===== src/rtl/gpio_bank_pkg.sv =====
package gpio_bank_pkg;
    localparam int ADDR_W = 8;
    localparam int DATA_W = 32;

    localparam logic [ADDR_W-1:0] A_MODE   = 8'h00;
    localparam logic [ADDR_W-1:0] A_DIR    = 8'h04;
    localparam logic [ADDR_W-1:0] A_DOUT   = 8'h08;
    localparam logic [ADDR_W-1:0] A_DIN    = 8'h0C;
    localparam logic [ADDR_W-1:0] A_STAT   = 8'h10;
    localparam logic [ADDR_W-1:0] A_ACK    = 8'h14;
    localparam logic [ADDR_W-1:0] A_MASK   = 8'h18;
    localparam logic [ADDR_W-1:0] A_UNMASK = 8'h1C;
    localparam logic [ADDR_W-1:0] A_POL    = 8'h20;
    localparam logic [ADDR_W-1:0] A_SENSE  = 8'h24;
    localparam logic [ADDR_W-1:0] A_BOTH   = 8'h4C;
endpackage


===== src/rtl/gpio_bank_sync.sv =====
module gpio_bank_sync #(
    parameter int W = 32
) (
    input  logic         clk,
    input  logic         rst_n,
    input  logic [W-1:0] raw_i,
    output logic [W-1:0] lvl_o,
    output logic [W-1:0] prev_o
);
    typedef struct packed {
        logic [W-1:0] meta;
        logic [W-1:0] lvl;
        logic [W-1:0] prev;
    } sync_t;

    sync_t r_d, r_q;

    always_comb begin
        r_d      = r_q;
        r_d.meta = raw_i;
        r_d.lvl  = r_q.meta;
        r_d.prev = r_q.lvl;
    end

    always_ff @(posedge clk or negedge rst_n) begin
        if (!rst_n) r_q <= '0;
        else        r_q <= r_d;
    end

    assign lvl_o  = r_q.lvl;
    assign prev_o = r_q.prev;


    lvl_delay_chk: assert property (@(posedge clk) disable iff (!rst_n)
        1'b1 |=> (prev_o == $past(lvl_o)));
endmodule


===== src/rtl/gpio_bank_detect.sv =====
module gpio_bank_detect #(
    parameter int W = 32
) (
    input  logic [W-1:0] lvl_i,
    input  logic [W-1:0] prev_i,
    input  logic [W-1:0] pol_i,
    input  logic [W-1:0] both_i,
    output logic [W-1:0] evt_o,
    output logic [W-1:0] act_o
);
    for (genvar g = 0; g < W; g++) begin : g_pin
        logic rise, fall;
        always_comb begin
            rise = lvl_i[g] & ~prev_i[g];
            fall = ~lvl_i[g] & prev_i[g];
            if (both_i[g])     evt_o[g] = rise | fall;
            else if (pol_i[g]) evt_o[g] = fall;
            else               evt_o[g] = rise;
            act_o[g] = lvl_i[g] ^ pol_i[g];
        end
    end
endmodule


===== src/rtl/gpio_bank.sv =====
module gpio_bank
    import gpio_bank_pkg::*;
#(
    parameter int NUM_PINS = 32
) (
    input  logic                clk,
    input  logic                rst_n,
    input  logic                bus_valid,
    input  logic                bus_write,
    input  logic [ADDR_W-1:0]   bus_addr,
    input  logic [DATA_W-1:0]   bus_wdata,
    output logic [DATA_W-1:0]   bus_rdata,
    input  logic [NUM_PINS-1:0] pin_in,
    output logic [NUM_PINS-1:0] pin_out,
    output logic [NUM_PINS-1:0] pin_oe,
    output logic                irq
);
    localparam int W = NUM_PINS;

    typedef struct packed {
        logic [W-1:0] mode;
        logic [W-1:0] dir;
        logic [W-1:0] dout;
        logic [W-1:0] pol;
        logic [W-1:0] sense;
        logic [W-1:0] both;
        logic [W-1:0] stat;
        logic [W-1:0] masked;
    } bank_t;

    bank_t st_d, st_q;

    logic [W-1:0] lvl, prev, evt, act;
    logic [W-1:0] wdat, ack_v, mask_wr_v, drives;
    logic         wr, rd;

    gpio_bank_sync #(.W(W)) u_sync (
        .clk    (clk),
        .rst_n  (rst_n),
        .raw_i  (pin_in),
        .lvl_o  (lvl),
        .prev_o (prev)
    );

    gpio_bank_detect #(.W(W)) u_detect (
        .lvl_i  (lvl),
        .prev_i (prev),
        .pol_i  (st_q.pol),
        .both_i (st_q.both),
        .evt_o  (evt),
        .act_o  (act)
    );

    always_comb begin
        wr        = bus_valid & bus_write;
        rd        = bus_valid & ~bus_write;
        wdat      = bus_wdata[W-1:0];
        ack_v     = (wr && bus_addr == A_ACK) ? wdat : '0;
        mask_wr_v = (wr && bus_addr == A_MASK) ? ~wdat : '0;
        drives    = st_q.dir & ~st_q.mode;

        st_d = st_q;
        st_d.stat = (st_q.mode & ~st_q.sense & act)
                  | (st_q.mode & st_q.sense & (evt | (st_q.stat & ~ack_v)));
        if (wr) begin
            unique case (bus_addr)
                A_MODE:   st_d.mode   = wdat;
                A_DIR:    st_d.dir    = wdat;
                A_DOUT:   st_d.dout   = wdat;
                A_POL:    st_d.pol    = wdat;
                A_SENSE:  st_d.sense  = wdat;
                A_BOTH:   st_d.both   = wdat;
                A_MASK:   st_d.masked = st_q.masked | ~wdat;
                A_UNMASK: st_d.masked = st_q.masked & ~wdat;
                default:  ;
            endcase
        end
    end

    always_ff @(posedge clk or negedge rst_n) begin
        if (!rst_n) begin
            st_q        <= '0;
            st_q.masked <= '1;
        end else begin
            st_q <= st_d;
        end
    end

    always_comb begin
        bus_rdata = '0;
        if (rd) begin
            unique case (bus_addr)
                A_MODE:  bus_rdata[W-1:0] = st_q.mode;
                A_DIR:   bus_rdata[W-1:0] = st_q.dir;
                A_DOUT:  bus_rdata[W-1:0] = st_q.dout;
                A_DIN:   bus_rdata[W-1:0] = (drives & st_q.dout) | (~drives & lvl);
                A_STAT:  bus_rdata[W-1:0] = st_q.stat;
                A_POL:   bus_rdata[W-1:0] = st_q.pol;
                A_SENSE: bus_rdata[W-1:0] = st_q.sense;
                A_BOTH:  bus_rdata[W-1:0] = st_q.both;
                default: bus_rdata = '0;
            endcase
        end
    end

    assign pin_out = st_q.dout;
    assign pin_oe  = drives;
    assign irq     = |(st_q.stat & ~st_q.masked);


    gen_mode_stat_chk: assert property (@(posedge clk) disable iff (!rst_n)
        1'b1 |=> ((st_q.stat & ~$past(st_q.mode)) == '0));


    ack_clears_chk: assert property (@(posedge clk) disable iff (!rst_n)
        ((ack_v & st_q.mode & st_q.sense & ~evt) != '0)
        |=> ((st_q.stat & $past(ack_v & st_q.mode & st_q.sense & ~evt)) == '0));


    edge_wins_chk: assert property (@(posedge clk) disable iff (!rst_n)
        ((evt & st_q.mode & st_q.sense) != '0)
        |=> ((st_q.stat & $past(evt & st_q.mode & st_q.sense))
             == $past(evt & st_q.mode & st_q.sense)));


    level_hold_chk: assert property (@(posedge clk) disable iff (!rst_n)
        ((act & st_q.mode & ~st_q.sense) != '0)
        |=> ((st_q.stat & $past(act & st_q.mode & ~st_q.sense))
             == $past(act & st_q.mode & ~st_q.sense)));


    mask_write_chk: assert property (@(posedge clk) disable iff (!rst_n)
        (mask_wr_v != '0) |=> ((st_q.masked & $past(mask_wr_v)) == $past(mask_wr_v)));
endmodule


===== config.mk =====
export PLATFORM = sky130hd
export DESIGN_NAME = gpio_bank
export DESIGN_NICKNAME = d
export VERILOG_FILES = /design/src/rtl/gpio_bank_pkg.sv /design/src/rtl/gpio_bank_sync.sv /design/src/rtl/gpio_bank_detect.sv /design/src/rtl/gpio_bank.sv
export SDC_FILE = /design/constraint.sdc
export NUM_CORES = 1
export LEC_CHECK = 0
export ABC_CLOCK_PERIOD_IN_PS = 3700
export BUFFER_PORTS_ARGS = -buffer_cell sky130_fd_sc_hd__buf_2
export CAP_MARGIN = 10
export CORE_ASPECT_RATIO = 0.8
export CORE_MARGIN = 8
export CORE_UTILIZATION = 30
export CTS_CLUSTER_SIZE = 10
export DETAILED_ROUTE_END_ITERATION = 10
export MAX_ROUTING_LAYER = met4
export SLEW_MARGIN = 20
export SYNTH_ARGS = -nofsm -noshare
export SYNTH_HDL_FRONTEND = slang
export SYNTH_HIERARCHICAL = 1
export SYNTH_SLANG_ARGS = --single-unit

===== constraint.sdc =====
create_clock -name clk -period 3.7 [get_ports clk]
set_input_delay 0.185 -clock clk [delete_from_list [all_inputs] [get_ports clk]]
set_output_delay 0.185 -clock clk [all_outputs]
set_load 0.005 [all_outputs]

==> key figures <==
Synth
  – Post-synth EDFFs: 0
  – Post-synth top area cell: dfrtp_1
  – Flops & latches, synth: 352
  – FFs w/ async S/R, synth: 100.0%
  – Yosys cell types: a little under 50
  – Ys Warns: 6
  – Area share of the largest cell type after synthesis: 44.52%
  – Ranking of synthesized cells by area: dfrtp_1 45%, mux2_2 9.1%, dfstp_2 4.7%, ha_1 4.5%, inv_1 4.0%
  – Post-Syn Nets: 1,799
  – Mapped Cells: 1,659
  – Register area share after synthesis: 49.19%
  – Cell area after synthesis: 0.01799 mm^2
  – Most used DFF post-synth: dfrtp_1
  – Syn avg cell area: 10.84 um^2

Critical path
  – Reg-to-Reg Start: u_sync/lvl_o[10]$_DFF_PN0_
  – CP bufs+invs: 3
  – Worst-path cell chain: buf_2 > nor4_4 > and2_1 > buf_4 > o211ai_1 > a41oi_1 > buf_2
  – CP delay by family, top: simple AND/OR/NAND/NOR gates
  – R2R Setup Slk: 2.38 ns
  – Crit. End Element: output pin
  – Max FO, Critical Path: 16
  – Crit-path slowest cell: nor4_4
  – Arr. time, crit path: 2.53 ns
  – R2R Path End: st_q[42]$_DFF_PN0_
  – CP peak stage delay: slightly above 0.6 ns
  – Critical path class: in2out
  – Worst setup SP type: primary input
  – Worst EP required: 3.51 ns
  – Worst Reg-to-Reg Cells: 5
  – Most used cell, CP: buf_2

Finish
  – Core Util, Final: around 36%
  – P&R area growth vs syn: 18.55%
  – Fillers: 5,900
  – Layout Nets: 1,965
  – Fraction of layout cells with a size suffix above 1: 24.58%

Detailed routing
  – Routed WL per cell: roughly 22 um
  – Drt first pass iters: 7
  – Wirelength, routed: 57,630 um
  – Post-DR vias/cell: 5.118
  – Initial drt markers: roughly 1,100
  – Post-DRT Antenna Nets: 0
  – Routed vias: 13,520
  – DRC Markers: 0

Place
  – GP Congestion: 0.8759
  – I/O Buffers: 172
  – Dpl hpwl: 38,910 um
  – Dpl ws: 1.087 ns

Hold path
  – Endpoint, Worst Hold: u_sync/r_d[50]$_DFF_PN0_
  – Hold_sp: pin_in[18]
  – Hold depth: 2
  – Hold Path Class: in2reg

Floorplanning
  – Core area: ~0.059 mm^2
  – Die X: about 290 um
  – I/O pin total: 173
  – Initial Utilization: 30.25%
  – Die height: between 200 and 250 um
  – Row cnt: 80
  – DIE AREA: roughly 0.068 mm^2

Timing
  – Setup ws final: 0.9800 ns
  – RSZ-0062 raised after global routing: no
  – Tcrit/Tclk final: 73.51%
  – Max-slew headroom: between 30% and 40%
  – Worst Tran Pin Value: between 1 and 1.5 ns
  – Period minus WS final: 2.720 ns
  – Setup TNS: 0 ns
  – WHS: 0.2502 ns
  – Maximum clock frequency: 367.6 MHz
  – Endpoints failing setup: 0
  – Final Hold Fails: 0
  – Setup Skew: 0.01426 ns
  – Max Slew Vio Count: 0

Global routing
  – Vias in the first global route: 14,400
  – Most Crowded Layer GR: met2
  – Initial antenna violation count: 5
  – Met2 Usage GRT: between 20% and 30%
  – Gr usage total: 17.23%
  – Pin count of the biggest net entering global routing: 113
  – Met3 GRT Util: 3.588%
  – Grt met1 use: between 20% and 30%
  – Total grt overflow: 0
  – First-pass GRT wire length: 88,500 um

CTS
  – Post-CTS Setup Bufs: 0
  – # resized after CTS: 0
  – CTS root buf: clkbuf_16
  – CTS Buf Count: 43
  – CTS H-Tree Depth: 2
  – Worst-Skew Late Latency: 0.57 ns
  – Clk buf depth: 3
  – Sink Count: 352
  – CTS tree: done
  – Clock transition at the registers of the reported paths: ~0.060 ns

Power
  – Part of the power in registers: 47.1%
  – Clock share of power: 46.1%
  – Psw: about 0.0021 W
  – Internal: 0.006534 W
  – Leakage: 10.09 nW
  – P per Cell Area: 406.8 mW/mm^2
  – Comb power frac: 6.9%
  – Sw frac: about a quarter
  – Peak VDD IR: 0.3491 mV
  – Pwr Total: between 0.008 and 0.009 W

Job
  – MaxCap Viol Count: 0

Status
  – Status: finished clean
==> worst register-to-register path: stages, from the launching register on <==
cell and delay, ns:
dfrtp_1 0.45, inv_1 0.07, ha_1 0.30, mux2i_1 0.17, inv_1 0.08, a31oi_1 0.16
==> what timing repair did <==
item	4_1_cts	5_1_grt
endpoints found under the hold margin	338	0
hold buffers	65	0
endpoints found under the setup margin	0	0
==> worst max path at each step <==
stage	startpoint	to	slack, ns	cells past startpoint
2_1_floorplan	bus_addr[4]	st_q[149]$_DFFE_PN0P_	1.80	5
6_report	bus_addr[5]	bus_rdata[31]	0.98	7
3_5_place_dp	bus_addr[5]	bus_rdata[31]	1.09	7
4_1_cts	bus_addr[5]	bus_rdata[31]	1.07	7
5_1_grt	bus_addr[5]	bus_rdata[31]	0.89	7
3_3_place_gp	bus_addr[5]	bus_rdata[31]	1.06	7
==> area by class of cell <==
| type | count | area [um^2] | share of cell area (%) |
|---|---|---|---|
| Multi-Input combinational cell | 956 | 7546 | 35.39 |
| Timing Repair Buffer | 278 | 1917 | 8.989 |
| Tap cell | 779 | 974.7 | 4.571 |
| Clock buffer | 73 | 1230 | 5.768 |
| Sequential cell | 352 | 8848 | 41.50 |
| Inverter | 194 | 728.2 | 3.415 |
| Clock inverter | 6 | 70.07 | 0.3286 |
| Antenna cell | 4 | 10.01 | 0.04694 |
==> Yosys cell counts, drive strengths merged (2+ instances only) <==
cell / number
mux2i: 64
xor2: 32
nand3: 31
o21ai: 134
ha: 64
nand2: 100
a41oi: 31
nor3: 2
mux2: 159
clkbuf: 61
dfstp: 32
dfrtp: 320
o22ai: 17
o211ai: 31
nor2b: 32
or4b: 2
and3: 9
nand4: 3
nand2b: 31
inv: 194
nor4: 6
buf: 96
a31oi: 33
o22a: 30
nor4b: 3
nor2: 36
a32oi: 62
a22o: 31
==> cell usage in the layout, fill, tap and decap left out, types with 3 or more instances in the layout <==
cell type	count
dfrtp_1	320
inv_1	194
buf_2	171
mux2_2	145
o21ai_0	112
nand2_1	100
dlygate4sd3_1	65
mux2i_1	64
ha_1	64
a32oi_1	62
clkbuf_16	44
nor2_1	34
buf_4	34
a31oi_1	33
nor2b_1	32
dfstp_2	32
xor2_1	32
o211ai_1	31
nand2b_1	31
a22o_1	31
nand3_1	31
a41oi_1	31
o22a_1	30
clkbuf_1	27
o21ai_1	21
o22ai_1	17
mux2_1	14
and3_1	8
buf_12	7
diode_2	4
nor4_1	4
nor4b_4	3
nand4_1	3
clkinv_2	3
==> logic make-up after synthesis <==
kind of cell	count (synthesis)	synth area share, %
flip-flops	352	49.19
AO/OA/AOI/OAI	373	14.45
AND/OR/NAND/NOR	264	7.700
multiplexers	223	13.52
adder cells (fa/ha/maj)	64	4.452
XOR/XNOR	32	1.558
buffers and inverters	351	9.133
==> layer usage <==
metal	vias up	wire, um
li1	6123	-
met1	6816	26490
met2	481	25480
met3	101	3921
met4	0	1740
met5	-	0
==> stage by stage <==
step,instance area (um^2),instances
floorplan,17990,1659
global placement,19360,2494
detailed placement,19360,2494
CTS,21310,2638
global route,21320,2642
finish,21320,2642
==> registers in the layout (all words and copies together), names as in the netlist <==
register and cells:
st_q 224, pin_out 32, u_sync/prev_o 32, u_sync/r_d 32, u_sync/lvl_o 32
==> power by group through the flow <==
stage | sequential, W | combinational, W | clock (W)
2_1_floorplan | 0.00410 | 0.000305 | 0
3_5_place_dp | 0.00415 | 0.000550 | 0
6_report | 0.00408 | 0.000598 | 0.00400
3_3_place_gp | 0.00414 | 0.000529 | 0
5_1_grt | 0.00410 | 0.000666 | 0.00429
4_1_cts | 0.00408 | 0.000605 | 0.00414
Power figures use the tool's default switching activity.
